<file path="src/rtl/nic_regs_pkg.sv">
package nic_regs_pkg;

    localparam int unsigned BYTE_W = 8;

    localparam logic [2:0] RDMA_READ  = 3'd1;
    localparam logic [2:0] RDMA_WRITE = 3'd2;
    localparam logic [2:0] RDMA_SEND  = 3'd3;
    localparam logic [2:0] RDMA_IDLE  = 3'd4;

    localparam int unsigned EV_TX_DONE  = 1;
    localparam int unsigned EV_TX_ERR   = 3;
    localparam int unsigned EV_RDMA_END = 6;
    localparam int unsigned EV_HALTED   = 7;

    typedef enum logic [1:0] {
        RUN_ACTIVE = 2'd0,
        RUN_DRAIN  = 2'd1,
        RUN_HALTED = 2'd2
    } run_state_e;

    typedef enum logic [4:0] {
        RID_NONE, RID_CMD, RID_RSTART, RID_RSTOP, RID_BOUND,
        RID_TXPG, RID_TXCLO, RID_TXCHI, RID_STAT, RID_RXCFG,
        RID_TXCFG, RID_MASK, RID_LDMA_LO, RID_LDMA_HI,
        RID_STN, RID_CURR, RID_MCAST
    } reg_id_e;

endpackage

</file>
<file path="src/rtl/nic_page_decode.sv">
module nic_page_decode
    import nic_regs_pkg::*;
#(
    parameter int unsigned ADDR_W    = 4,
    parameter int unsigned STN_BYTES = 6,
    parameter int unsigned MC_BYTES  = 8
) (
    input  logic              en,
    input  logic              is_write,
    input  logic [1:0]        page,
    input  logic [ADDR_W-1:0] addr,
    output reg_id_e           id
);
    localparam int CURR_OFS = STN_BYTES + 1;
    localparam int MC_BASE  = STN_BYTES + 2;

    always_comb begin
        id = RID_NONE;
        if (en) begin
            if (int'(addr) == 0) begin
                id = RID_CMD;
            end else begin
                unique case (page)
                    2'd0: begin
                        case (int'(addr))
                            1:  id = is_write ? RID_RSTART : RID_LDMA_LO;
                            2:  id = is_write ? RID_RSTOP  : RID_LDMA_HI;
                            3:  id = RID_BOUND;
                            4:  id = is_write ? RID_TXPG  : RID_NONE;
                            5:  id = is_write ? RID_TXCLO : RID_NONE;
                            6:  id = is_write ? RID_TXCHI : RID_NONE;
                            7:  id = RID_STAT;
                            12: id = is_write ? RID_RXCFG : RID_NONE;
                            13: id = is_write ? RID_TXCFG : RID_NONE;
                            15: id = is_write ? RID_MASK  : RID_NONE;
                            default: id = RID_NONE;
                        endcase
                    end
                    2'd1: begin
                        if (int'(addr) <= STN_BYTES)
                            id = RID_STN;
                        else if (int'(addr) == CURR_OFS)
                            id = RID_CURR;
                        else if (int'(addr) >= MC_BASE && int'(addr) < MC_BASE + MC_BYTES)
                            id = RID_MCAST;
                    end
                    2'd2: begin
                        if (!is_write) begin
                            case (int'(addr))
                                1:  id = RID_RSTART;
                                2:  id = RID_RSTOP;
                                4:  id = RID_TXPG;
                                12: id = RID_RXCFG;
                                13: id = RID_TXCFG;
                                15: id = RID_MASK;
                                default: id = RID_NONE;
                            endcase
                        end
                    end
                    2'd3: id = RID_NONE;
                endcase
            end
        end
    end
endmodule

</file>
<file path="src/rtl/nic_irq_status.sv">
module nic_irq_status
    import nic_regs_pkg::*;
(
    input  logic              clk,
    input  logic              rst_n,
    input  logic              clr_we,
    input  logic              mask_we,
    input  logic [BYTE_W-1:0] wdata,
    input  logic [BYTE_W-1:0] ev_set,
    input  logic              halt_evt,
    output logic [BYTE_W-1:0] status_q,
    output logic [BYTE_W-1:0] mask_q,
    output logic              irq
);
    logic [BYTE_W-1:0] clr_bits;
    logic [BYTE_W-1:0] set_bits;
    logic [BYTE_W-1:0] status_d;

    always_comb begin
        clr_bits = clr_we ? wdata : '0;
        set_bits = ev_set;
        set_bits[EV_HALTED] = ev_set[EV_HALTED] | halt_evt;
        status_d = (status_q & ~clr_bits) | set_bits;
    end

    always_ff @(posedge clk or negedge rst_n) begin
        if (!rst_n) begin
            status_q <= BYTE_W'(1) << EV_HALTED;
            mask_q   <= '0;
        end else begin
            status_q <= status_d;
            if (mask_we)
                mask_q <= wdata;
        end
    end

    assign irq = |(status_q & mask_q);
endmodule

</file>
<file path="src/rtl/nic_run_fsm.sv">
module nic_run_fsm
    import nic_regs_pkg::*;
#(
    parameter int unsigned DRAIN_CYCLES = 4
) (
    input  logic clk,
    input  logic rst_n,
    input  logic stop_wr,
    input  logic start_wr,
    output logic running,
    output logic halted,
    output logic halt_evt
);
    localparam int unsigned CNT_W = $clog2(DRAIN_CYCLES + 1);
    localparam logic [CNT_W-1:0] CNT_LAST = CNT_W'(DRAIN_CYCLES - 1);

    run_state_e        state_q, state_d;
    logic [CNT_W-1:0]  cnt_q, cnt_d;
    logic              go;

    assign go = start_wr && !stop_wr;

    always_ff @(posedge clk or negedge rst_n) begin
        if (!rst_n) begin
            state_q <= RUN_HALTED;
            cnt_q   <= '0;
        end else begin
            state_q <= state_d;
            cnt_q   <= cnt_d;
        end
    end

    always_comb begin
        state_d = state_q;
        unique case (state_q)
            RUN_ACTIVE: if (stop_wr) state_d = RUN_DRAIN;
            RUN_DRAIN: begin
                if (go)                    state_d = RUN_ACTIVE;
                else if (cnt_q == CNT_LAST) state_d = RUN_HALTED;
            end
            RUN_HALTED: if (go) state_d = RUN_ACTIVE;
            default: state_d = RUN_HALTED;
        endcase
        cnt_d = (state_q == RUN_DRAIN && state_d == RUN_DRAIN) ? cnt_q + 1'b1 : '0;
    end

    always_comb begin
        running  = (state_q == RUN_ACTIVE);
        halted   = (state_q == RUN_HALTED);
        halt_evt = (state_q == RUN_DRAIN) && (state_d == RUN_HALTED);
    end
endmodule

</file>
<file path="src/rtl/nic_regfile.sv">
module nic_regfile
    import nic_regs_pkg::*;
#(
    parameter int unsigned ADDR_W       = 4,
    parameter int unsigned STN_BYTES    = 6,
    parameter int unsigned MC_BYTES     = 8,
    parameter int unsigned DRAIN_CYCLES = 4
) (
    input  logic                      clk,
    input  logic                      rst_n,
    input  logic                      host_sel,
    input  logic                      host_wr,
    input  logic [ADDR_W-1:0]         host_addr,
    input  logic [7:0]                host_wdata,
    output logic [7:0]                host_rdata,
    input  logic [15:0]               ldma_addr,
    input  logic [7:0]                ev_set,
    output logic                      irq,
    output logic                      ctl_start,
    output logic                      ctl_stop,
    output logic                      ctl_tx_req,
    output logic [2:0]                ctl_rdma_cmd,
    output logic [1:0]                ctl_loopback,
    output logic [5:0]                ctl_rx_cfg,
    output logic [7:0]                ring_start,
    output logic [7:0]                ring_stop,
    output logic [7:0]                ring_boundary,
    output logic [7:0]                tx_page,
    output logic [15:0]               tx_count,
    output logic [8*STN_BYTES-1:0]    station_addr,
    output logic [8*MC_BYTES-1:0]     mcast_filter,
    output logic [7:0]                cur_page
);
    localparam int MC_BASE = STN_BYTES + 2;

    reg_id_e           wr_id, rd_id;
    logic [1:0]        page_q;
    logic [2:0]        rdma_q;
    logic              tx_req_q;
    logic [7:0]        rstart_q, rstop_q, bound_q, txpg_q, rxcfg_q, txcfg_q, curr_q;
    logic [15:0]       txcnt_q;
    logic [7:0]        stn_q [STN_BYTES];
    logic [7:0]        mc_q  [MC_BYTES];
    logic [7:0]        status_q, mask_q;
    logic              cmd_we, running, fsm_halted, halt_evt;
    logic              tx_done, rdma_done;

    nic_page_decode #(.ADDR_W(ADDR_W), .STN_BYTES(STN_BYTES), .MC_BYTES(MC_BYTES)) u_wdec (
        .en(host_sel && host_wr), .is_write(1'b1), .page(page_q), .addr(host_addr), .id(wr_id)
    );
    nic_page_decode #(.ADDR_W(ADDR_W), .STN_BYTES(STN_BYTES), .MC_BYTES(MC_BYTES)) u_rdec (
        .en(1'b1), .is_write(1'b0), .page(page_q), .addr(host_addr), .id(rd_id)
    );

    assign cmd_we    = (wr_id == RID_CMD);
    assign tx_done   = ev_set[EV_TX_DONE] | ev_set[EV_TX_ERR];
    assign rdma_done = ev_set[EV_RDMA_END];

    nic_run_fsm #(.DRAIN_CYCLES(DRAIN_CYCLES)) u_fsm (
        .clk(clk), .rst_n(rst_n),
        .stop_wr(cmd_we && host_wdata[0]),
        .start_wr(cmd_we && host_wdata[1]),
        .running(running), .halted(fsm_halted), .halt_evt(halt_evt)
    );

    nic_irq_status u_stat (
        .clk(clk), .rst_n(rst_n),
        .clr_we(wr_id == RID_STAT), .mask_we(wr_id == RID_MASK),
        .wdata(host_wdata), .ev_set(ev_set), .halt_evt(halt_evt),
        .status_q(status_q), .mask_q(mask_q), .irq(irq)
    );

    always_ff @(posedge clk or negedge rst_n) begin
        if (!rst_n) begin
            page_q   <= '0;
            rdma_q   <= RDMA_IDLE;
            tx_req_q <= 1'b0;
            rstart_q <= '0;
            rstop_q  <= '0;
            bound_q  <= '0;
            txpg_q   <= '0;
            txcnt_q  <= '0;
            rxcfg_q  <= '0;
            txcfg_q  <= '0;
            curr_q   <= '0;
            for (int i = 0; i < STN_BYTES; i++) stn_q[i] <= '0;
            for (int i = 0; i < MC_BYTES; i++)  mc_q[i]  <= '0;
        end else begin
            if (cmd_we) begin
                page_q <= host_wdata[7:6];
                rdma_q <= host_wdata[5:3];
            end else if (rdma_done) begin
                rdma_q <= RDMA_IDLE;
            end
            if (cmd_we && host_wdata[2])
                tx_req_q <= 1'b1;
            else if (tx_done)
                tx_req_q <= 1'b0;
            if (wr_id == RID_RSTART) rstart_q <= host_wdata;
            if (wr_id == RID_RSTOP)  rstop_q  <= host_wdata;
            if (wr_id == RID_BOUND)  bound_q  <= host_wdata;
            if (wr_id == RID_TXPG)   txpg_q   <= host_wdata;
            if (wr_id == RID_TXCLO)  txcnt_q[7:0]  <= host_wdata;
            if (wr_id == RID_TXCHI)  txcnt_q[15:8] <= host_wdata;
            if (wr_id == RID_RXCFG)  rxcfg_q  <= host_wdata;
            if (wr_id == RID_TXCFG)  txcfg_q  <= host_wdata;
            if (wr_id == RID_CURR)   curr_q   <= host_wdata;
            for (int i = 0; i < STN_BYTES; i++)
                if (wr_id == RID_STN && int'(host_addr) == i + 1) stn_q[i] <= host_wdata;
            for (int i = 0; i < MC_BYTES; i++)
                if (wr_id == RID_MCAST && int'(host_addr) == i + MC_BASE) mc_q[i] <= host_wdata;
        end
    end

    always_comb begin
        host_rdata = '0;
        case (rd_id)
            RID_CMD:     host_rdata = {page_q, rdma_q, tx_req_q, running, !running};
            RID_LDMA_LO: host_rdata = ldma_addr[7:0];
            RID_LDMA_HI: host_rdata = ldma_addr[15:8];
            RID_RSTART:  host_rdata = rstart_q;
            RID_RSTOP:   host_rdata = rstop_q;
            RID_BOUND:   host_rdata = bound_q;
            RID_TXPG:    host_rdata = txpg_q;
            RID_STAT:    host_rdata = status_q;
            RID_RXCFG:   host_rdata = rxcfg_q;
            RID_TXCFG:   host_rdata = txcfg_q;
            RID_MASK:    host_rdata = mask_q;
            RID_CURR:    host_rdata = curr_q;
            RID_STN:
                for (int i = 0; i < STN_BYTES; i++)
                    if (int'(host_addr) == i + 1) host_rdata = stn_q[i];
            RID_MCAST:
                for (int i = 0; i < MC_BYTES; i++)
                    if (int'(host_addr) == i + MC_BASE) host_rdata = mc_q[i];
            default:     host_rdata = '0;
        endcase
    end

    generate
        for (genvar g = 0; g < STN_BYTES; g++) begin : g_stn
            assign station_addr[8*g +: 8] = stn_q[g];
        end
        for (genvar g = 0; g < MC_BYTES; g++) begin : g_mc
            assign mcast_filter[8*g +: 8] = mc_q[g];
        end
    endgenerate

    assign ctl_start     = running;
    assign ctl_stop      = !running;
    assign ctl_tx_req    = tx_req_q;
    assign ctl_rdma_cmd  = rdma_q;
    assign ctl_loopback  = txcfg_q[2:1];
    assign ctl_rx_cfg    = rxcfg_q[5:0];
    assign ring_start    = rstart_q;
    assign ring_stop     = rstop_q;
    assign ring_boundary = bound_q;
    assign tx_page       = txpg_q;
    assign tx_count      = txcnt_q;
    assign cur_page      = curr_q;
endmodule

</file>
<file path="config.mk">
export PLATFORM = sky130hd
export DESIGN_NAME = nic_regfile
export DESIGN_NICKNAME = d
export VERILOG_FILES = /design/src/rtl/nic_regs_pkg.sv /design/src/rtl/nic_page_decode.sv /design/src/rtl/nic_irq_status.sv /design/src/rtl/nic_run_fsm.sv /design/src/rtl/nic_regfile.sv
export SDC_FILE = /design/constraint.sdc
export NUM_CORES = 1
export LEC_CHECK = 0
export BUFFER_PORTS_ARGS = -buffer_cell sky130_fd_sc_hd__buf_4
export CAP_MARGIN = 10
export CORE_UTILIZATION = 33
export CTS_BUF_LIST = sky130_fd_sc_hd__clkbuf_8 sky130_fd_sc_hd__clkbuf_16
export CTS_CLUSTER_DIAMETER = 200
export CTS_CLUSTER_SIZE = 40
export DETAILED_ROUTE_END_ITERATION = 8
export GPL_ROUTABILITY_DRIVEN = 0
export PLACE_DENSITY = 0.49
export SYNTH_ARGS = -nofsm -noshare
export SYNTH_HDL_FRONTEND = slang
export SYNTH_SLANG_ARGS = --single-unit
</file>
<file path="constraint.sdc">
create_clock -name clk -period 3.8 [get_ports clk]
set_input_delay 0.76 -clock clk [delete_from_list [all_inputs] [get_ports clk]]
set_output_delay 0.76 -clock clk [all_outputs]
set_load 0.1 [all_outputs]
</file>
Word level (Yosys, flattened, before mapping)

Cells that the tools add are included.

Register bits: 211
Bits in latches: 0
Bits in writable memories: 0
Memory bits (read-only): 0
Input port bits: 40
Output and inout bits: 191
Memories: 0

Add/sub/neg operators: 1
Multipliers: 0
Div/mod/pow operators: 0
$lt $le $gt $ge: 2
Equal/unequal tests: 61
Shifts and indexed selects: 0
Muxes and demuxes: 37
Bitwise logic cells: 6
Reductions and logical operators: 30

Operators with widths:

| kind                                                                  | count |
|---|---|
| 8-bit 2-to-1 mux                                                      | 15 |
| 8-bit case mux with 14 select lines                                   | 1 |
| 5-bit by 4-bit equality test with 1-bit output, second input constant | 14 |
| 4-bit equality test, second input constant                            | 11 |
| 4-bit case mux with 10 select lines                                   | 1 |
| 4-bit by 3-bit equality test with 1-bit output, second input constant | 8 |
| 5-bit by 3-bit equality test with 1-bit output, second input constant | 6 |
| 5-bit 2-to-1 mux                                                      | 6 |
| 4-bit case mux with 6 select lines                                    | 1 |
| 1-bit logical AND                                                     | 21 |
| 5-bit by 2-bit equality test with 1-bit output, second input constant | 4 |
| 5-bit case mux with 4 select lines                                    | 1 |
| 8-bit AND                                                             | 2 |
| 4-bit by 2-bit equality test with 1-bit output, second input constant | 4 |
| 4-bit case mux with 4 select lines                                    | 1 |
| 5-bit case mux with 3 select lines                                    | 1 |
| 5-bit by 1-bit equality test with 1-bit output, second input constant | 2 |
| 5-bit equality test, second input constant                            | 2 |
| 3-bit 2-to-1 mux                                                      | 3 |
| 2-bit equality test, second input constant                            | 4 |
| 4-bit by 1-bit equality test with 1-bit output, second input constant | 2 |
| 2-bit 2-to-1 mux                                                      | 4 |
| 8-bit NOT                                                             | 1 |
| 8-bit bitwise OR                                                      | 1 |
| other kinds (14)                                                      | 21 |

Logic depth before layout (Yosys ltp)

Gate-level depths: netlist of run 1.

Depth after elaboration: 17
Depth in mapped cells: 9
Depth with buffers taken out: 5

Modules after synthesis

Synthesis of run 1 repeated with hierarchy kept, for this count alone.

Cell total of the unflattened synthesis: 947
Area, all modules: 10951.8 um^2

By module, submodules not included:

| module          | times used | cells an instance | area an instance (um^2) | sequential area each (um^2) |
|---|---|---|---|---|
| nic_regfile     | 1          | 765               | 9267.6                  | 4755.8 |
| nic_page_decode | 2          | 57                | 394.1                   | 0.0 |
| nic_irq_status  | 1          | 47                | 644.4                   | 401.6 |
| nic_run_fsm     | 1          | 21                | 251.5                   | 126.4 |

Worst setup path before layout of run 1

No wires, ideal clock.

Path kind: in2out
Start point: input host_addr[1]
End point: output host_rdata[3]
Data arrival time: 3061 ps
Path slack: -21 ps
Stages: 9
Path buffers: 4
Cell sequence: buf_2 buf_2 buf_2 buf_2 mux4_2 o22ai_1 a311oi_1 a21oi_1 nand4_1

Cells in the longest elaborated chain, start to end: 10
Elaborated cells between the ends (all ways): 62
Classes of those cells: order compare (2); eq/ne (37); mux (22); reduce/logical (1)

RTL lines:

| what                                                                                      | line               | source |
|---|---|---|
| start: declaration                                                                        | nic_regfile.sv:13  | `input logic [ADDR_W-1:0] host_addr,` |
| parallel branches: the longest is 9 deep, another holds 4-bit greater-or-equal comparator | --                 |  |
| 8-bit case mux with 14 select lines *                                                     | nic_regfile.sv:117 | `case (rd_id)` |
| end: declaration                                                                          | nic_regfile.sv:15  | `output logic [7:0] host_rdata,` |

Mark *: on every way between the ends.

Final worst setup path of run 1

Start point: register page_q[0]
End point: output host_rdata[6]

Cells in the longest elaborated chain, start to end: 5
Elaborated cells between the ends (all ways): 21
Classes of those cells: eq/ne (17); mux (3); reduce/logical (1)

RTL lines:

| what                                              | line                  | source |
|---|---|---|
| start: declaration                                | nic_regfile.sv:37     | `logic [1:0] page_q;` |
| start signal: assignment                          | nic_regfile.sv:90     | `page_q <= host_wdata[7:6];` |
| 2-bit equality test, or another cell as far along | nic_page_decode.sv:23 | `unique case (page)` |
| 5-bit case mux with 4 select lines                | nic_page_decode.sv:23 |  |
| 5-bit 2-to-1 mux                                  | nic_page_decode.sv:20 | `if (int'(addr) == 0) begin` |
| 5-bit equality test, or another cell as far along | nic_regfile.sv:117    |  |
| 8-bit case mux with 14 select lines *             | nic_regfile.sv:117    |  |

Mark *: on every way between the ends. The rest lies on a longest branch, timed or not.

==> flow_summary_export.csv, run 1 <==
group,metric,value,unit
timing,setup_violations,0,
detailed_routing,drt_pass1_iterations,5,
synthesis,synth-simple-area-share,0.0957,
global_route,grt_pass1_vias,7827,
timing,skew,0.0445,ns
final_layout,n_antenna_cell,0,
power,switchingPower,0.00396,W
synthesis,synthMuxAreaShare,0.249,
synthesis,syn_area,10300,um2
final_layout,final_layout_size_suffix_gt1_frac,0.507,
clock_tree,clock_sinks,211,
detailed_routing,routedWlPerCell,26.8,um
clock_tree,hold_buffers,0,
place,dp_hpwl,27300,um
detailed_routing,drt_iter0_drc,649,
power,clock_power_share,0.157,
place,portBuffers,230,
clock_tree,cts_made_buffers,9,
timing,worst_pin_slew,0.885,ns
detailed_routing,vias_per_cell,5.60,
clock_tree,clk_latency,0.49,ns
final_layout,largest_register_ffs,64,
global_route,grt_max_degree,79,
worst_setup_path,arrival,2.97,ns
clock_tree,post-cts-setup-buffers,0,
global_route,grt-ovfl-total,0,
synthesis,synth_fa_ha_area_frac,0.00243,
synthesis,async_flop_share,1.00,
die,rows,64,
detailed_routing,drc,0,
clock_tree,cts_max_path_buffers,3,
power,sw_frac_of_total,0.512,
synthesis,yosys_most_used_dff,"dfrtp_1",
timing,slew-limit-headroom,0.407,
synthesis,ys_seq_area_frac,0.513,
die,initial_core_util,0.336,
power,p_leak,6.17,nW
run_status,status,"finished clean",
timing,hold_viol,0,
synthesis,synth_top_family_by_area,"multiplexers",
die,coreArea,30700,um2
synthesis,synth_top_area_share,0.505,
power,powerDensity,602,nW/um2
worst_setup_path,end_kind,"output port",
worst_setup_path,critical_path_class,"reg2out",
global_route,antenna_found_initial,1,
clock_tree,clkTransAtPathRegs,0.15,ns
synthesis,synth_fp_nets,856,
worst_setup_path,cp.required,3.04,ns
synthesis,synth-compound-area-share,0.106,
worst_hold_path,hold_path_class,"in2async",
worst_setup_path,start_kind,"flop",
synthesis,synthXorXnorAreaFrac,0.00158,
synthesis,synth_edf_count,0,
synthesis,yosys.area.top_type,"dfrtp_1",
detailed_routing,routed_wl,38200,um
die,fp.dieW,179,um
detailed_routing,ant_nets,0,
final_layout,areaGrowthSynthToFinish,24.8,%
timing,setup_tns,0,ns
job,cap_violations,0,
timing,max_freq,268,MHz
power,p_total,0.00774,W
synthesis,synthTopCellsByArea,"dfrtp_1 51%, mux2_2 22%, a22oi_1 3.1%",
clock_tree,cts_root_buf,"clkbuf_16",
die,ios,231,
power,vdd_drop_max,0.416,mV
synthesis,syn_inst,814,
clock_tree,cts_tree,"done",
timing,min_period_over_period,0.983,
die,die_y,179,um
synthesis,synth.distinct_cells,71,
final_layout,layout.nets,1072,
clock_tree,cts_htree_levels,1,
detailed_routing,via_count,7995,
global_route,grt_pass1_wl,55400,um
power,intPower,0.00378,W
power,seq_power_share,0.377,
synthesis,ys_ff_latch,211,
worst_setup_path,crit_path_max_fanout,15,
timing,slew_viol_final,0,
global_route,grtUsageTotal,0.240,
timing,rsz0062_at_grt,"true",
power,p_comb_frac,0.466,
synthesis,syn_avg_cell_area,12.7,um2
synthesis,yosys_warnings,0,
timing,layout_min_cycle_time,3.73,ns
die,dieArea,31900,um2
==> cell usage after synthesis (5+ instances only) <==
library cell and instances:
a221oi_1 12, a22oi_1 42, a31oi_1 5, mux2i_1 7, nand3_1 12, nor3_1 5
or4_1 5, a21oi_1 8, inv_1 8, o211ai_1 5, buf_2 15, a22o_1 9
nand2_1 29, and3_1 6, dfrtp_1 208, nor2b_1 7, o21ai_0 16, mux2_2 205
buf_4 10, a21o_1 9, nor2_1 37, mux4_2 7, nand3_2 5, o22ai_1 6
nand4_1 7, nand2b_1 8, clkbuf_1 35
==> path summary, 6_finish.rpt <==
path                                          start                            to  slack [ns]  depth (start not counted)
setup / recovery              page_q[0]$_DFFE_PN0N_                 host_rdata[6]        0.07                          7
hold / removal                                rst_n   mcast_filter[2]$_DFFE_PN0P_        0.23                          1
min in group clk                          ev_set[0]  u_stat.status_q[0]$_DFF_PN0_        0.43                          2
hold reg to reg            u_fsm.cnt_q[0]$_DFF_PN0_      u_fsm.cnt_q[0]$_DFF_PN0_        0.44                          1
max in group asynchronous                     rst_n         page_q[0]$_DFFE_PN0N_        2.70                          2
setup reg to reg              page_q[0]$_DFFE_PN0N_  station_addr[34]$_DFFE_PN0P_        1.00                          6
==> power by group through the flow <==
stage	combinational, W	clock, W	sequential, W
after global placement	0.00360	0	0.00296
after detailed placement	0.00361	0	0.00295
after CTS	0.00362	0.00125	0.00291
after floorplan	0.000882	0	0.00473
final	0.00361	0.00121	0.00292
after global routing	0.00372	0.00133	0.00296
==> metrics by stage <==
step            util  hold slack, ns  cells  setup WS (ns)  cell area (um2)
4_1_cts        0.419           0.249   1427         0.0153            12900
5_1_grt        0.419           0.241   1427       -0.00413            12900
6_report       0.419           0.226   1427         0.0656            12900
3_3_place_gp   0.410           0.422   1415         0.0109            12600
2_1_floorplan      -           0.410    814        0.00328            10300
3_5_place_dp   0.410           0.424   1415       -0.00589            12600
==> cell type report <==
type | count | area, um2
fillers | 2953 | 17800
multi-input cells | 532 | 4700
clock inverters | 3 | 37.5
inverters | 8 | 30.0
flip-flops and latches | 211 | 5290
repair buffers | 268 | 2080
well taps | 396 | 495
clock buffers | 9 | 225
==> routing by layer <==
| layer | GRT usage | share of wire | wire length [um] |
|---|---|---|---|
| met2 | 0.373 | 0.46 | 17700 |
| met5 | 0 | 0 | 0 |
| met3 | 0.0240 | 0.059 | 2250 |
| met4 | 0.0410 | 0.014 | 549 |
| met1 | 0.363 | 0.46 | 17700 |
==> critical path, cell delays in order, from the launching register on <==
cell	delay (ns)
dfrtp_2	0.56
or4_1	0.60
nor2_2	0.33
buf_4	0.23
a22oi_1	0.07
and4_1	0.22
nand4_1	0.14
buf_4	0.32
==> logic make-up (layout without fill, tap and decap cells) <==
logic type	Yosys count	count (layout)
AO/OA/AOI/OAI	145	145
XOR/XNOR	1	1
adder cells (fa/ha/maj)	2	2
buffers and inverters	71	288
flip-flops	211	211
multiplexers	222	222
AND/OR/NAND/NOR	162	162
==> placed cells by master (no fill, tap or decap), types with 8 or more instances in the layout <==
cell	instances
buf_4	262
dfrtp_1	206
mux2_2	205
a22oi_1	42
nor2_1	36
nand2_1	29
o21ai_0	16
nand3_1	12
a221oi_1	12
inv_1	10
a21o_1	9
a22o_1	9
clkbuf_16	9
nand2b_1	8
a21oi_1	8
==> repair_timing <==
item,in CTS,in global routing
setup endpoints to repair,8,8
pin swaps,0,0
gates resized for setup,4,1
(Power assumes the default switching activity.)
==> run 2: changes to the inputs <==
CELL_PAD_IN_SITES_DETAIL_PLACEMENT = 1   (was not set)
CELL_PAD_IN_SITES_GLOBAL_PLACEMENT = 2   (was not set)
PLACE_DENSITY = 0.7   (was 0.49)
==> run 2 against run 1 <==
Against the previous run: clock skew up 0.0093 ns; combinational power barely moved; utilization increased by 0.48 points; via count is 2.0% higher; first-iteration DRC count up 12%; sequential power barely moved; critical path type is now in2out; highest routed layer unchanged.
==> flow_summary_export.csv, run 2 (synthesis results as in run 1) <==
group,metric,value,unit
detailed_routing,drt_pass1_iterations,5,
worst_hold_path,hold_path_class,"in2async",
worst_setup_path,start_kind,"input pin",
global_route,grt_max_degree,85,
final_layout,largest_register_ffs,64,
timing,max_freq,271,MHz
clock_tree,post-cts-setup-buffers,0,
power,intPower,0.00378,W
die,ios,231,
detailed_routing,routed_wl,39600,um
final_layout,layout.nets,1093,
final_layout,stdcell_area,13000,um2
global_route,antenna_found_initial,0,
detailed_routing,vias_per_cell,5.63,
worst_setup_path,end_kind,"output port",
timing,slew-limit-headroom,0.374,
power,p_leak,6.27,nW
die,coreArea,30700,um2
detailed_routing,drt_iter0_drc,729,
timing,fin_hold_ws,0.291,ns
detailed_routing,routedWlPerCell,27.3,um
detailed_routing,drc,0,
timing,worst_pin_slew,0.935,ns
place,dp_hpwl,29000,um
clock_tree,clkTransAtPathRegs,0.15,ns
global_route,grt_pass1_vias,8370,
final_layout,final_layout_size_suffix_gt1_frac,0.516,
timing,layout_min_cycle_time,3.69,ns
clock_tree,cts_tree,"done",
global_route,grtUsageTotal,0.248,
timing,skew,0.0537,ns
die,rows,64,
clock_tree,cts_max_path_buffers,3,
worst_setup_path,rr_worst_depth,6,
worst_setup_path,arrival,2.93,ns
final_layout,register_area,5290,um2
timing,setup_violations,0,
die,fp.dieW,179,um
timing,setup_tns,0,ns
timing,slew_viol_final,0,
final_layout,areaGrowthSynthToFinish,26.2,%
power,sw_frac_of_total,0.511,
power,seq_power_share,0.375,
detailed_routing,via_count,8154,
place,portBuffers,230,
place,placed_area,12700,um2
global_route,grt-ovfl-total,0,
clock_tree,cts_root_buf,"clkbuf_16",
power,switchingPower,0.00395,W
die,die_y,179,um
final_layout,multi_input_area,4690,um2
power,p_comb_frac,0.469,
clock_tree,cts_made_buffers,9,
run_status,status,"finished clean",
job,cap_violations,0,
worst_setup_path,cp.required,3.04,ns
global_route,grt_pass1_wl,57400,um
timing,rsz0062_at_grt,"false",
timing,min_period_over_period,0.972,
die,initial_core_util,0.336,
clock_tree,clk_latency,0.50,ns
clock_tree,cts_htree_levels,1,
worst_setup_path,critical_path_class,"in2out",
worst_setup_path,r2r_slack,0.99,ns
clock_tree,clock_sinks,211,
die,dieArea,31900,um2
worst_setup_path,crit_path_max_fanout,29,
power,clock_power_share,0.156,
detailed_routing,ant_nets,0,
timing,hold_viol,0,
power,powerDensity,595,nW/um2
power,vdd_drop_max,0.436,mV
final_layout,fillers,3263,
clock_tree,hold_buffers,0,
final_layout,final_common_cell,"buf_4",
final_layout,most-common-layout-cells,"283 x buf_4, 206 x dfrtp_1, 205 x mux2_2",
[run 2: cell count changes in the layout (fill, tap and decap cells not counted)]
cell / before / now
nor2b_2: 1 / 0
diode_2: 0 / 1
and3_2: 0 / 1
a22oi_1: 42 / 41
nor4_1: 2 / 3
buf_12: 5 / 4
and3_1: 6 / 5
nor4_2: 1 / 0
nor2b_1: 6 / 7
buf_6: 0 / 1
buf_4: 262 / 283
nor2_1: 36 / 37
a22oi_2: 0 / 1
nor2_2: 2 / 1
[run 2: path summary, 6_finish.rpt]
| check | start | to |
|---|---|---|
| setup / recovery | host_addr[1] | host_rdata[2] |
| hold / removal | rst_n | mcast_filter[1]$_DFFE_PN0P_ |
| setup reg to reg | page_q[0]$_DFFE_PN0N_ | ring_boundary[0]$_DFFE_PN0N_ |
| min in group clk | ev_set[0] | u_stat.status_q[0]$_DFF_PN0_ |
| max in group asynchronous | rst_n | u_stat.status_q[7]$_DFF_PN1_ |
| hold reg to reg | u_fsm.cnt_q[0]$_DFF_PN0_ | u_fsm.cnt_q[0]$_DFF_PN0_ |
[run 2: area by class of cell]
class / count / area share
inverters: 8 / 0.00231
clock buffers: 9 / 0.0173
clock inverters: 3 / 0.00289
multi-input cells: 532 / 0.361
flip-flops and latches: 211 / 0.407
well taps: 396 / 0.0381
repair buffers: 289 / 0.171
diodes: 1 / 0.000192
[run 2: worst max-delay path, stage by stage]
cell and delay [ns]:
buf_4 0.29, buf_4 0.24, nor4_4 0.07, a32o_1 0.21, a221oi_1 0.35, nand3_1 0.13
or4_1 0.61, buf_4 0.27
[run 2: stage by stage]
stage | worst slack (ns) | utilization | total power, W | std cells
final | 0.107 | 0.424 | 0.00773 | 1449
after global routing | 0.0211 | 0.424 | 0.00797 | 1448
after CTS | 0.0308 | 0.424 | 0.00778 | 1448
after detailed placement | 0.0312 | 0.415 | 0.00658 | 1436
after global placement | 0.0853 | 0.415 | 0.00655 | 1436
after floorplan | 0.00328 | - | 0.00561 | 814
[run 2: power groups by stage]
| stage | Combinational [W] | Clock, W | Sequential, W |
|---|---|---|---|
| detailed placement | 0.00364 | 0 | 0.00294 |
| floorplan | 0.000882 | 0 | 0.00473 |
| CTS | 0.00364 | 0.00124 | 0.00290 |
| global placement | 0.00361 | 0 | 0.00294 |
| global route | 0.00374 | 0.00130 | 0.00294 |
| finish | 0.00363 | 0.00120 | 0.00290 |
[run 2: repair_timing]
item | CTS | global route
endpoints found under the setup margin | 4 | 4
pin swaps | 0 | 0
gates resized for setup | 2 | 3
[run 2: routing by layer]
| metal | vias to the layer above | GRT usage | share of wire | wire length [um] |
|---|---|---|---|---|
| li1 | 3510 | - | - | - |
| met1 | 4319 | 0.368 | 0.46 | 18200 |
| met2 | 282 | 0.382 | 0.47 | 18400 |
| met3 | 43 | 0.0248 | 0.046 | 1830 |
| met4 | 0 | 0.0703 | 0.028 | 1120 |
| met5 | - | 0 | 0 | 0 |
